### config.mk
export PLATFORM = sky130hd
export DESIGN_NAME = io_window_decoder
export DESIGN_NICKNAME = d
export VERILOG_FILES = /design/src/rtl/iowin_pkg.sv /design/src/rtl/iowin_map.sv /design/src/rtl/iowin_size_rule.sv /design/src/rtl/iowin_pipe.sv /design/src/rtl/io_window_decoder.sv
export SDC_FILE = /design/constraint.sdc
export NUM_CORES = 1
export LEC_CHECK = 0
export BUFFER_PORTS_ARGS = -buffer_cell sky130_fd_sc_hd__buf_2
export CAP_MARGIN = 20
export CORE_ASPECT_RATIO = 0.8
export CORE_MARGIN = 2
export CORE_UTILIZATION = 25
export CTS_CLUSTER_SIZE = 28
export DETAILED_ROUTE_END_ITERATION = 8
export SLEW_MARGIN = 0
export SYNTH_ARGS = -nofsm -noshare
export SYNTH_HDL_FRONTEND = slang
export SYNTH_SLANG_ARGS = --single-unit
### constraint.sdc
create_clock -name clk_i -period 0.9 [get_ports clk_i]
set_input_delay 0.045 -clock clk_i [delete_from_list [all_inputs] [get_ports clk_i]]
set_output_delay 0.045 -clock clk_i [all_outputs]
set_load 0.02 [all_outputs]
### src/rtl/iowin_pkg.sv
package iowin_pkg;
  localparam int NUM_WIN = 5;
  localparam int WIN_W   = 3;
  localparam int OFF_W   = 4;
  localparam int ADDR_W  = 9;
  localparam int DATA_W  = 32;

  typedef enum logic [1:0] {SZ_B = 2'd0, SZ_H = 2'd1, SZ_W = 2'd2, SZ_X = 2'd3} size_e;

  typedef struct packed {
    logic              valid;
    logic              we;
    logic              miss;
    logic              fwd;
    logic              sub;
    logic [ADDR_W-1:0] off;
    logic [DATA_W-1:0] fill;
  } dec_s;

  function automatic logic [ADDR_W-1:0] win_base(int i);
    case (i)
      0: return ADDR_W'(9'h080);
      1: return ADDR_W'(9'h088);
      2: return ADDR_W'(9'h0C0);
      3: return ADDR_W'(9'h0C8);
      default: return '0;
    endcase
  endfunction

  function automatic logic [OFF_W:0] win_len(int i);
    case (i)
      0, 2: return (OFF_W+1)'(8);
      1, 3: return (OFF_W+1)'(4);
      default: return (OFF_W+1)'(16);
    endcase
  endfunction
endpackage

### src/rtl/iowin_map.sv
module iowin_map
  import iowin_pkg::*;
#(
  parameter int N_WIN = NUM_WIN,
  parameter int W_W   = WIN_W,
  parameter int O_W   = OFF_W,
  parameter int A_W   = ADDR_W
) (
  input  logic [W_W-1:0] win_i,
  input  logic [O_W-1:0] off_i,
  output logic           hit_o,
  output logic [A_W-1:0] int_off_o
);
  logic [N_WIN-1:0]          hit_v;
  logic [N_WIN-1:0][A_W-1:0] off_v;

  for (genvar g = 0; g < N_WIN; g++) begin : g_win
    assign hit_v[g] = (win_i == W_W'(g)) && ({1'b0, off_i} < win_len(g));
    assign off_v[g] = win_base(g) + A_W'(off_i);
  end

  always_comb begin
    int_off_o = '0;
    for (int i = 0; i < N_WIN; i++)
      if (hit_v[i]) int_off_o = int_off_o | off_v[i];
  end

  assign hit_o = |hit_v;
endmodule

### src/rtl/iowin_size_rule.sv
module iowin_size_rule
  import iowin_pkg::*;
#(
  parameter int A_W = ADDR_W,
  parameter int D_W = DATA_W,
  parameter logic [A_W-1:0] TF0 = A_W'(9'h080),
  parameter logic [A_W-1:0] TF1 = A_W'(9'h0C0),
  parameter logic [A_W-1:0] CT0 = A_W'(9'h08A),
  parameter logic [A_W-1:0] CT1 = A_W'(9'h0CA)
) (
  input  logic [A_W-1:0] int_off_i,
  input  size_e          size_i,
  output logic           allow_o,
  output logic [D_W-1:0] fill_o
);
  localparam int GRP = 3;  // taskfile range spans 8 bytes

  logic in_tf, in_ctl, wide;

  assign in_tf  = (int_off_i[A_W-1:GRP] == TF0[A_W-1:GRP]) ||
                  (int_off_i[A_W-1:GRP] == TF1[A_W-1:GRP]);
  assign in_ctl = (int_off_i == CT0) || (int_off_i == CT1);
  assign wide   = (size_i != SZ_B);

  always_comb begin
    if (!wide)      allow_o = 1'b1;
    else if (in_tf) allow_o = (int_off_i[GRP-1:0] == '0);
    else            allow_o = !in_ctl;
  end

  assign fill_o = (size_i == SZ_H) ? D_W'(16'hFFFF) : '1;
endmodule

### src/rtl/iowin_pipe.sv
module iowin_pipe #(
  parameter int W       = 8,
  parameter bit REG_OUT = 1'b1
) (
  input  logic         clk_i,
  input  logic         rst_ni,
  input  logic         valid_i,
  input  logic [W-1:0] d_i,
  output logic [W-1:0] q_o
);
  if (REG_OUT) begin : g_reg
    logic [W-1:0] q;
    logic         past_ok;
    always_ff @(posedge clk_i or negedge rst_ni) begin
      if (!rst_ni) begin
        q       <= '0;
        past_ok <= 1'b0;
      end else begin
        q       <= d_i;
        past_ok <= 1'b1;
      end
    end
    assign q_o = q;

    AST_PIPE_DELAY: assert property (@(posedge clk_i) disable iff (!rst_ni)
      past_ok |-> (q_o[W-1] == $past(valid_i))) else $error("pipe delay");
  end else begin : g_comb
    assign q_o = d_i;
  end
endmodule

### src/rtl/io_window_decoder.sv
module io_window_decoder
  import iowin_pkg::*;
#(
  parameter bit REG_OUT = 1'b1
) (
  input  logic              clk_i,
  input  logic              rst_ni,
  input  logic [WIN_W-1:0]  win_i,
  input  logic [OFF_W-1:0]  off_i,
  input  logic [1:0]        size_i,
  input  logic              rd_i,
  input  logic              wr_i,
  output logic              valid_o,
  output logic              we_o,
  output logic              miss_o,
  output logic              fwd_o,
  output logic              sub_o,
  output logic [ADDR_W-1:0] int_off_o,
  output logic [DATA_W-1:0] fill_o
);
  localparam int DW = $bits(dec_s);

  logic              hit, allow, req;
  logic [ADDR_W-1:0] map_off;
  logic [DATA_W-1:0] rule_fill;
  dec_s              d, q;

  iowin_map u_map (
    .win_i    (win_i),
    .off_i    (off_i),
    .hit_o    (hit),
    .int_off_o(map_off)
  );

  iowin_size_rule u_rule (
    .int_off_i(map_off),
    .size_i   (size_e'(size_i)),
    .allow_o  (allow),
    .fill_o   (rule_fill)
  );

  assign req = rd_i | wr_i;

  always_comb begin
    d       = '0;
    d.valid = req;
    d.we    = wr_i;
    d.miss  = req && !hit;
    d.fwd   = req && hit && allow;
    d.sub   = req && hit && !allow && !wr_i;
    d.off   = (req && hit) ? map_off : '0;
    d.fill  = d.sub ? rule_fill : '0;
  end

  iowin_pipe #(.W(DW), .REG_OUT(REG_OUT)) u_pipe (
    .clk_i  (clk_i),
    .rst_ni (rst_ni),
    .valid_i(d.valid),
    .d_i    (d),
    .q_o    (q)
  );

  assign valid_o   = q.valid;
  assign we_o      = q.we;
  assign miss_o    = q.miss;
  assign fwd_o     = q.fwd;
  assign sub_o     = q.sub;
  assign int_off_o = q.off;
  assign fill_o    = q.fill;

  AST_MISS_QUIET: assert property (@(posedge clk_i) disable iff (!rst_ni)
    miss_o |-> (!fwd_o && !sub_o && int_off_o == '0)) else $error("miss");
  AST_IDLE_QUIET: assert property (@(posedge clk_i) disable iff (!rst_ni)
    !valid_o |-> (!fwd_o && !sub_o && !miss_o)) else $error("idle");
  AST_SUB_READ_ONLY: assert property (@(posedge clk_i) disable iff (!rst_ni)
    sub_o |-> (!we_o && !fwd_o)) else $error("sub on write");
  AST_FILL_ONES: assert property (@(posedge clk_i) disable iff (!rst_ni)
    sub_o |-> (fill_o[15:0] == 16'hFFFF)) else $error("fill");
  AST_WIDE_DATAPORT: assert property (@(posedge clk_i) disable iff (!rst_ni)
    (req && hit && allow && size_i != 2'd0 && map_off[8:7] != 2'b00 &&
     map_off[3] == 1'b0) |-> (map_off[2:0] == 3'd0)) else $error("wide tf");
endmodule

Word level (Yosys, flattened, before mapping) --
Cells that the tools add are included.
Storage, ports and cells: memory bits (writable) 0, input port bits 13, memories 0, logic and storage cells 50, register bits after elaboration 46, memory bits (read-only) 0, latch bits 0
Operators by class: $add $sub $neg 4, $mul 0, muxes and demuxes 10, shift operators 0, bitwise logic cells 5, div/mod/pow operators 0, equal/unequal tests 9, $lt $le $gt $ge 2, reductions and logical operators 19
Operator list (count):
- two-way mux 32 bit | 2
- two-way mux 9 bit | 6
- adder 8 x 4 -> 9 bit (first input constant) | 4
- bitwise OR 9 bit | 3
- == test 9 x 8 -> 1 bit (second input constant) | 2
- == test 6 x 5 -> 1 bit (second input constant) | 2
- logical AND 1 bit | 9
- bitwise OR 9 x 4 -> 9 bit | 1
- == test 3 x 2 -> 1 bit (second input constant) | 2
- zero test 3 bit | 2
- OR reduction 5 bit | 1
- zero test 1 bit | 4
- < comparator 4 x 3 -> 1 bit (second input constant) | 1
- < comparator 4 bit (second input constant) | 1
- == test 3 x 1 -> 1 bit (second input constant) | 1
- == test 3 bit (second input constant) | 1
- == test 2 x 1 -> 1 bit (second input constant) | 1
- logical OR 1 bit | 2
- two-way mux 1 bit | 2
- nonzero test 2 bit | 1
- bitwise OR 1 bit | 1

Logic depth before layout (Yosys ltp) --
Gate-level depths: netlist of run 1.
depth in word-level cells 20, gate-level depth with buffers 4, depth with buffers taken out 4

Hierarchy --
From an unflattened synthesis of run 1, not the netlist that was laid out.
Unflattened totals: cell total of the unflattened synthesis 148, area, all modules 1890.6 µm²
Modules (own cells, without submodules):
- iowin_pipe | cells each 46, area an instance 1151.1 µm², times used 1
- io_window_decoder | cells each 49, area an instance 347.8 µm², times used 1
- iowin_size_rule | cells each 37, area an instance 271.5 µm², times used 1
- iowin_map | cells each 16, area an instance 120.1 µm², times used 1

Worst setup path after synthesis of run 1 --
Ideal clock, no wire load.
path type input to register, start input port win_i[0], end register u_pipe.g_reg.q[31], in the netlist u_pipe.q_o[31], library setup time 111 ps, cell stages on the path 4, setup slack -110 ps, arrival 899 ps, buffers on the path 0, cells stage by stage and4bb_1 > a211oi_2 > o221ai_1 > a2111oi_2
On the way: word-level cells in the longest chain between the ends 20, elaborated cells between the ends (all ways) 34, those cells by class eq/ne (8); mux (8); bitwise (4); reduce/logical (14)
RTL lines:
- start, declared | RTL line io_window_decoder.sv:8 | input logic [WIN_W-1:0] win_i,
- zero test 3 bit | RTL line iowin_map.sv:18 | assign hit_v[g] = (win_i == W_W'(g)) && ({1'b0, off_i} < win_len(g));
- logical AND 1 bit | RTL line iowin_map.sv:18
- two-way mux 9 bit | RTL line iowin_map.sv:25 | if (hit_v[i]) int_off_o = int_off_o | off_v[i];
- bitwise OR 9 bit | RTL line iowin_map.sv:25
- two-way mux 9 bit | RTL line iowin_map.sv:25
- bitwise OR 9 bit | RTL line iowin_map.sv:25
- two-way mux 9 bit | RTL line iowin_map.sv:25
- bitwise OR 9 bit | RTL line iowin_map.sv:25
- [3 not listed]
- == test 9 x 8 -> 1 bit | RTL line iowin_size_rule.sv:22 | assign in_ctl = (int_off_i == CT0) || (int_off_i == CT1);
- logical OR 1 bit | RTL line iowin_size_rule.sv:22
- zero test 1 bit | RTL line iowin_size_rule.sv:28 | else allow_o = !in_ctl;
- two-way mux 1 bit | RTL line iowin_size_rule.sv:27 | else if (in_tf) allow_o = (int_off_i[GRP-1:0] == '0);
- two-way mux 1 bit | RTL line iowin_size_rule.sv:26 | if (!wide) allow_o = 1'b1;
- zero test 1 bit | RTL line io_window_decoder.sv:50 | d.sub = req && hit && !allow && !wr_i;
- logical AND 1 bit (*) (2 in a row) | RTL line io_window_decoder.sv:50
- two-way mux 32 bit (*) | RTL line io_window_decoder.sv:52 | d.fill = d.sub ? rule_fill : '0;
- end signal, assigned | RTL line iowin_pipe.sv:19 | q <= d_i;
- end, declared | RTL line iowin_pipe.sv:12 | logic [W-1:0] q;
Every way passes the cells marked *; elsewhere a longest branch is shown, timed or not.

==> results of run 1 <==
worst paths after layout:
path | endpoint | slack (ps) | depth (start not counted)
min in group asynchronous | u_pipe.q_o[36] | 220 | 2
max | fill_o[12] | -80 | 2
min | u_pipe.q_o[31] | 20 | 2
max in group asynchronous | u_pipe.q_o[31] | 440 | 2
cells by family (layout without fill, tap and decap cells):
family / Yosys count / count (layout) / synth area share, %
other cells: 1 / 3 / 0.4889
compound gates: 7 / 7 / 8.644
flops: 13 / 13 / 42.41
simple gates: 16 / 16 / 13.21
buf+inv: 36 / 76 / 33.77
mux: 1 / 1 / 1.468
cell type report:
type,count,area share [%]
repair buffers,69,47.30
clock buffers,4,3.662
flip-flops and latches,13,26.65
well taps,38,3.866
inverters,3,0.9156
multi-input cells,27,17.60
cell usage after synthesis:
| master | number | area [µm²] |
|---|---|---|
| sky130_fd_sc_hd__a21oi_1 | 1 | 5.000 |
| sky130_fd_sc_hd__a211oi_2 | 1 | 12.51 |
| sky130_fd_sc_hd__and4bb_1 | 2 | 25.02 |
| sky130_fd_sc_hd__buf_4 | 33 | 247.7 |
| sky130_fd_sc_hd__a2111oi_2 | 1 | 15.01 |
| sky130_fd_sc_hd__inv_1 | 3 | 11.26 |
| sky130_fd_sc_hd__nand2b_1 | 1 | 6.260 |
| sky130_fd_sc_hd__dfrtp_1 | 13 | 325.3 |
| sky130_fd_sc_hd__a211oi_1 | 2 | 15.01 |
| sky130_fd_sc_hd__nor2b_1 | 1 | 6.260 |
| sky130_fd_sc_hd__nor4b_1 | 1 | 8.760 |
| sky130_fd_sc_hd__and2_1 | 4 | 25.02 |
| sky130_fd_sc_hd__nor2_1 | 4 | 15.01 |
| sky130_fd_sc_hd__conb_1 | 1 | 3.750 |
| sky130_fd_sc_hd__mux2_1 | 1 | 11.26 |
| sky130_fd_sc_hd__nor3_1 | 3 | 15.01 |
| sky130_fd_sc_hd__o221ai_1 | 1 | 8.760 |
| sky130_fd_sc_hd__o21ba_1 | 1 | 10.01 |
metal layers:
metal | GRT usage (%) | part of all wire [%] | vias up
li1 | - | - | 290
met2 | 14.81 | 56 | 35
met5 | 0 | 0 | -
met4 | 6.250 | 0 | 0
met3 | 2.092 | 8.0 | 0
met1 | 9.702 | 36 | 296
report_power, final:
group	internal (µW)	switching, µW
registers	613	6.60
logic	129	149
clock network	311	182
total	1050	337
what timing repair did:
action,CTS,global route
hold buffers,2,0
endpoints found under the setup margin,34,34
gates resized for setup,2,70
hold endpoints to repair,14,0
buffers inserted,0,4
pin swaps,0,4
stage by stage:
step	util, %	cell area [µm²]	worst slack [ps]	total power [µW]	setup TNS (ps)
4_1_cts	35.38	1001	-64.56	1388	-2060
6_report	43.48	1230	-81.97	1389	-2386
3_3_place_gp	32.86	929.6	-212.4	872.8	-1066
2_1_floorplan	-	797.0	-38.86	771.9	-216.0
3_5_place_dp	32.86	929.6	-263.7	876.3	-1311
5_1_grt	43.48	1230	-110.8	1470	-3385
==> reports/results.ini, run 1 <==
[floorplan]
boundaryPins=59
design.die.area_um2=3530
die_w_um=65.93
core_region_area_um2=2829
initial_utilization_pct=27.11
row_count=17
die_h_um=53.54

[grt]
pin_count_of_the_biggest_net_entering_global_routing=18
grt_overflow=0
grt_pass1_vias=515
grt_first_pass_wirelength_mm=2.235
grt_usage_pct=8.694
initial_antenna_violation_count=0

[placed_design]
hpwl_mm=1.188
post-place-cells=144
finalWeightedCongestion=0.8015
placement.io_buffers=56

[sta]
finalSetupViolations=33
grt_setup_unrepaired=true
final.period_utilization_pct=109.1
timing.final.hold_violations=0
timing.final.max_slew_violations=0
holdWs_ps=24.31
timing.final.ws_setup_ps=-81.97
max_freq_mhz=1018
finalWorstPathRequiredPeriod_ps=982.0

[pwr]
power_density_nw_per_um2=1129
vdd_drop_max_mv=0.4353
power.static_leakage_uw=0.0006442

[hold_path]
timing.hold.worst.start=size_i[0]
hold_path.class=input port to flip-flop

[yosys]
synth.ff_latch_count=13
netlist_instances=74
post_synth_num_cell_types=18
synth-seq-area-share_pct=42.41
syn-cell-area_um2=767.0
synth_area_per_cell_um2=10.36
yosys_warnings=0

[critical_path]
critPathMaxStageDelay_ps=410
cp_num_buf_inv=2
worstPathRequired_ps=850
critPathMaxFanout=8
critical-path-top-delay-family=flip-flops
worst_ep_arrival_time_ps=940
timing_worst_setup_path_type=flip-flop to output pin
critPathLaunchType=flip-flop
worstSetupEndpointType=output pin
slowest_stage=sky130_fd_sc_hd__dfrtp_2
path_cells=buf_6 -> buf_4
cp-startpoint=u_pipe.q_o[41]

[route]
wirelength_mm=1.684
routed-via-count=621
route.antenna.remaining_nets=0
drt_first_pass_iters=4
drt_iter0_markers=7
drt-vias-per-instance=4.032
drc=0
routed_wirelength_normalized_by_instance_count_um=10.94

[layout]
syn_to_final_growth_pct=60.36
filler_cell_count=276
multi_input_comb_area_um2=216.5
final_cell_mix=25 x sky130_fd_sc_hd__buf_6, 20 x sky130_fd_sc_hd__buf_2, 20 x sky130_fd_sc_hd__buf_4, 11 x sky130_fd_sc_hd__dfrtp_1
reg_area_um2=327.8
layout_commonest_cell=sky130_fd_sc_hd__buf_6
drive_above_1_share_pct=68.10
finalNetCount=130
n_antenna_cell=0
largest_reg_flops=13
final_cell_count_no_fill=154

[run]
drv.max_cap_violation_count=0

[clock_network]
cts_root_buf=sky130_fd_sc_hd__clkbuf_8
clk_path_buf_depth=2
clk_transition_reported_paths_ps=50
tritoncts_clock_tree=done
cts_htree_levels=1
cts_num_sinks=13
tritoncts.num_buffers=3

[outcome]
result_of_the_run=finished with violations
failing_checks=setup timing

Note: power is estimated with default switching activity, not from simulation.
==> run 2: changes to the inputs <==
SETUP_SLACK_MARGIN = 0.15   (was unset)
==> reports/results.ini, run 2 (synthesis results as in run 1) <==
[outcome]
result_of_the_run=finished with violations
failing_checks=setup timing

[sta]
timing.final.hold_violations=0  ; unchanged
max_freq_mhz=1011  ; -0.74%
finalWorstPathRequiredPeriod_ps=989.3  ; +7.362 ps
timing.final.max_slew_violations=0  ; unchanged
timing.final.ws_setup_ps=-89.33  ; -7.362 ps
holdWs_ps=17.53  ; -6.780 ps
final.period_utilization_pct=109.9  ; +0.82 points
finalSetupViolations=33  ; unchanged
grt_setup_unrepaired=true

[grt]
pin_count_of_the_biggest_net_entering_global_routing=18  ; unchanged
grt_usage_pct=9.691  ; +1.0 points
grt_overflow=0  ; unchanged
grt_pass1_vias=537  ; +4.3%
initial_antenna_violation_count=0  ; unchanged
grt_first_pass_wirelength_mm=2.490  ; +11%

[floorplan]
design.die.area_um2=3530  ; unchanged
initial_utilization_pct=27.11  ; unchanged
core_region_area_um2=2829  ; unchanged
row_count=17  ; unchanged
die_w_um=65.93  ; unchanged
die_h_um=53.54  ; unchanged
boundaryPins=59  ; unchanged

[route]
drt_first_pass_iters=4  ; unchanged
route.antenna.remaining_nets=0  ; unchanged
drc=0  ; unchanged
routed-via-count=594  ; -4.3%
wirelength_mm=1.628  ; -3.3%
drt-vias-per-instance=3.882  ; -3.7%
routed_wirelength_normalized_by_instance_count_um=10.64  ; -2.7%
drt_iter0_markers=3  ; -4

[critical_path]
worst_ep_arrival_time_ps=940  ; about the same
worstSetupEndpointType=output pin
critPathLaunchType=flip-flop
cp-startpoint=u_pipe.q_o[41]
critPathMaxStageDelay_ps=530  ; +120 ps
cp_num_buf_inv=1  ; -1
slowest_stage=sky130_fd_sc_hd__dfrtp_4
critPathMaxFanout=17  ; +9
critical-path-top-delay-family=flip-flops
timing_worst_setup_path_type=flip-flop to output pin
worstPathRequired_ps=850  ; about the same
path_cells=buf_2

[layout]
largest_reg_flops=13  ; unchanged
post-route-util_pct=44.54  ; +1.1 points
final_cell_mix=30 x sky130_fd_sc_hd__buf_6, 26 x sky130_fd_sc_hd__buf_2, 11 x sky130_fd_sc_hd__dfrtp_1, 8 x sky130_fd_sc_hd__buf_4, 4 x sky130_fd_sc_hd__and2_1
n_antenna_cell=0  ; unchanged
syn_to_final_growth_pct=64.27
layout_commonest_cell=sky130_fd_sc_hd__buf_6
finalNetCount=129  ; -0.77%
drive_above_1_share_pct=72.17  ; +4.1 points
final_cell_area_um2=1260  ; +2.4%

[clock_network]
cts_htree_levels=1  ; unchanged
clk_transition_reported_paths_ps=50  ; about the same
clk_path_buf_depth=2  ; unchanged
cts_root_buf=sky130_fd_sc_hd__clkbuf_8
cts_num_sinks=13  ; unchanged
tritoncts.num_buffers=3  ; unchanged
tritoncts_clock_tree=done

[run]
drv.max_cap_violation_count=0  ; unchanged

[hold_path]
timing.hold.worst.start=size_i[0]
hold_path.class=input port to flip-flop

[placed_design]
dp_slack_ps=-262.0  ; +1.667 ps
hpwl_mm=1.205  ; +1.4%
dpl_cell_area_um2=949.7  ; +2.2%
placement.io_buffers=56  ; unchanged
finalWeightedCongestion=0.8226  ; +2.6%

[pwr]
final_total_pwr_uw=1452  ; +4.6%
power.static_leakage_uw=0.0006581  ; +2.2%
power_density_nw_per_um2=1153  ; +2.1%
vdd_drop_max_mv=0.4462  ; +2.5%

[run 2: cell types whose count changed in the layout (fill, tap and decap cells not counted), sizes merged]
cell / change
buf: -1
clkbuf: -1
clkinv: +1
[run 2: through the flow]
| step | cells | TNS, ps |
|---|---|---|
| final | 153 | -2833 |
| after global routing | 153 | -4239 |
| after CTS | 153 | -2853 |
| after detailed placement | 145 | -1264 |
| after global placement | 145 | -1084 |
| after floorplan | 76 | -215.5 |
[run 2: path summary, 6_finish.rpt]
check	to	slack, ps	depth (start not counted)
max	fill_o[9]	-90	1
min	u_pipe.q_o[31]	20	2
max in group asynchronous	u_pipe.q_o[41]	440	2
min in group asynchronous	u_pipe.q_o[44]	220	2
[run 2: power by group]
group | leakage, µW | internal [µW] | switching [µW]
Combinational | 0.000469 | 162 | 162
Clock | 0.0000255 | 305 | 197
Sequential | 0.000164 | 613 | 13.7
[run 2: area by class of cell]
cell class / count / area, µm²
Tap cell: 38 / 47.55
Clock buffer: 3 / 41.29
Inverter: 3 / 11.26
Multi-Input combinational cell: 27 / 246.5
Timing Repair Buffer: 68 / 578.1
Sequential cell: 13 / 330.3
Clock inverter: 1 / 5.005
Fill cell: 263 / 1569
[run 2: metal layers]
metal,part of all wire (%),GRT usage [%],vias up
met4,0,5.208,0
li1,-,-,289
met5,0,0,-
met3,10,2.929,0
met2,50,17.34,35
met1,40,10.47,270
[run 2: timing repair]
action / CTS / global route
endpoints found under the hold margin: 14 / 0
hold buffers: 2 / 0
pin swaps: 5 / 2
buffers inserted: 2 / 0
endpoints found under the setup margin: 50 / 50
gates resized for setup: 64 / 6
==> run 3: changes to the inputs <==
SLEW_MARGIN = 20   (was 0)
clock period = 1.3 ns   (was 0.9 ns; I/O delays follow)
==> reports/results.ini, run 3 (synthesis results as in run 1) <==
[outcome]
result_of_the_run=complete, no violations

[layout]
syn_to_final_growth_pct=20.23
n_antenna_cell=0  ; unchanged
finalNetCount=119  ; -7.8%
layout_commonest_cell=sky130_fd_sc_hd__buf_2
largest_reg_flops=13  ; unchanged
final_cell_mix=56 x sky130_fd_sc_hd__buf_2, 11 x sky130_fd_sc_hd__dfrtp_1, 4 x sky130_fd_sc_hd__nor2_1, 4 x sky130_fd_sc_hd__and2_1
drive_above_1_share_pct=60.00  ; -12 points
final_cell_count_no_fill=143  ; -6.5%
final_cell_area_um2=922.1  ; -27%

[run]
drv.max_cap_violation_count=0  ; unchanged

[pwr]
vdd_drop_max_mv=0.2895  ; -35%
power.static_leakage_uw=0.0005586  ; -15%
power_density_nw_per_um2=985.5  ; -15%

[grt]
grt_overflow=0  ; unchanged
pin_count_of_the_biggest_net_entering_global_routing=18  ; unchanged
initial_antenna_violation_count=0  ; unchanged
grt_usage_pct=7.934  ; -1.8 points
grt_first_pass_wirelength_mm=2.125  ; -15%
grt_pass1_vias=496  ; -7.6%

[clock_network]
cts_setup_buffers=0  ; -2
clk_transition_reported_paths_ps=50  ; about the same
tritoncts_clock_tree=done
cts_root_buf=sky130_fd_sc_hd__clkbuf_8
clk_path_buf_depth=2  ; unchanged
cts_htree_levels=1  ; unchanged
cts_num_sinks=13  ; unchanged
tritoncts.num_buffers=3  ; unchanged

[placed_design]
finalWeightedCongestion=0.7720  ; -6.2%
hpwl_mm=1.163  ; -3.5%
placement.io_buffers=56  ; unchanged
post-place-cells=137  ; -5.5%
dpl_cell_area_um2=854.6  ; -10%

[route]
route.antenna.remaining_nets=0  ; unchanged
drt-vias-per-instance=4.049  ; +4.3%
routed-via-count=579  ; -2.5%
drt_iter0_markers=7  ; +4
routed_wirelength_normalized_by_instance_count_um=9.839  ; -7.5%
drt_first_pass_iters=4  ; unchanged
wirelength_mm=1.407  ; -14%
drc=0  ; unchanged

[sta]
final.period_utilization_pct=82.38
timing.final.hold_violations=0  ; unchanged
grt_setup_unrepaired=false
holdWs_ps=36.38  ; +18.86 ps
finalSetupViolations=0  ; -100%
finalWorstPathRequiredPeriod_ps=1071
timing.final.max_slew_violations=0  ; unchanged
max_freq_mhz=933.7
tns_ps=0  ; +2833 ps

[critical_path]
worstSetupEndpointType=flip-flop
critPathMaxFanout=7  ; -10
worstPathRequired_ps=1420  ; +570 ps
critPathLaunchType=input port
worst_ep_arrival_time_ps=1190  ; +250 ps
timing_worst_setup_path_type=input port to flip-flop

[floorplan]
row_count=17  ; unchanged
core_region_area_um2=2829  ; unchanged
initial_utilization_pct=27.11  ; unchanged
design.die.area_um2=3530  ; unchanged
boundaryPins=59  ; unchanged
die_h_um=53.54  ; unchanged
die_w_um=65.93  ; unchanged

[hold_path]
hold_path.class=input port to flip-flop

run 3: changes by cell type in the layout (fill, tap and decap cells not counted), sizes merged:
cell	previous run	this run
buf	66	56
clkbuf	3	4
clkinv	1	0
run 3: repair_timing:
item | in CTS | in global routing
setup endpoints to repair | 0 | 33
gates resized for setup | 0 | 2
hold buffers | 2 | 0
endpoints found under the hold margin | 14 | 0
run 3: path summary, 6_finish.rpt:
path | start | endpoint | cells after the start
worst max-delay path | win_i[0] | u_pipe.q_o[31] | 5
worst min-delay path | size_i[0] | u_pipe.q_o[31] | 2
max in group asynchronous | rst_ni | u_pipe.q_o[31] | 2
min in group asynchronous | rst_ni | u_pipe.q_o[36] | 2
run 3: stage by stage:
step	total power [µW]	setup slack (ps)	util, %
final	908.7	229.0	32.60
after global routing	963.2	167.1	32.60
after CTS	924.4	209.7	32.51
after detailed placement	581.2	1.473	30.21
after global placement	578.6	72.37	30.21
after floorplan	525.8	269.6	-
run 3: metal layers:
layer	vias up	wire length [µm]	track usage [%]
li1	271	-	-
met1	270	528	8.973
met2	36	714	13.97
met3	2	146	2.301
met4	0	18	3.819
met5	-	0	0
run 3: area by class of cell:
cell class                 instances  area [µm²]
clock buffer                       4       45.04
sequential                        13       327.8
timing repair buffer              58       300.3
tap                               38       47.55
inverter                           3       11.26
fill                             298        1907
multi-input combinational         27       190.2
run 3: where the power goes:
part	internal (µW)	switching (µW)
combinational	54.0	94.6
sequential	424	5.11
clock	214	116
total	693	216
run 3: worst max-delay path: stages:
cell and delay [ps]:
sky130_fd_sc_hd__buf_2 140, sky130_fd_sc_hd__and4bb_1 240, sky130_fd_sc_hd__a211oi_1 230, sky130_fd_sc_hd__o221ai_1 200, sky130_fd_sc_hd__a2111oi_2 310
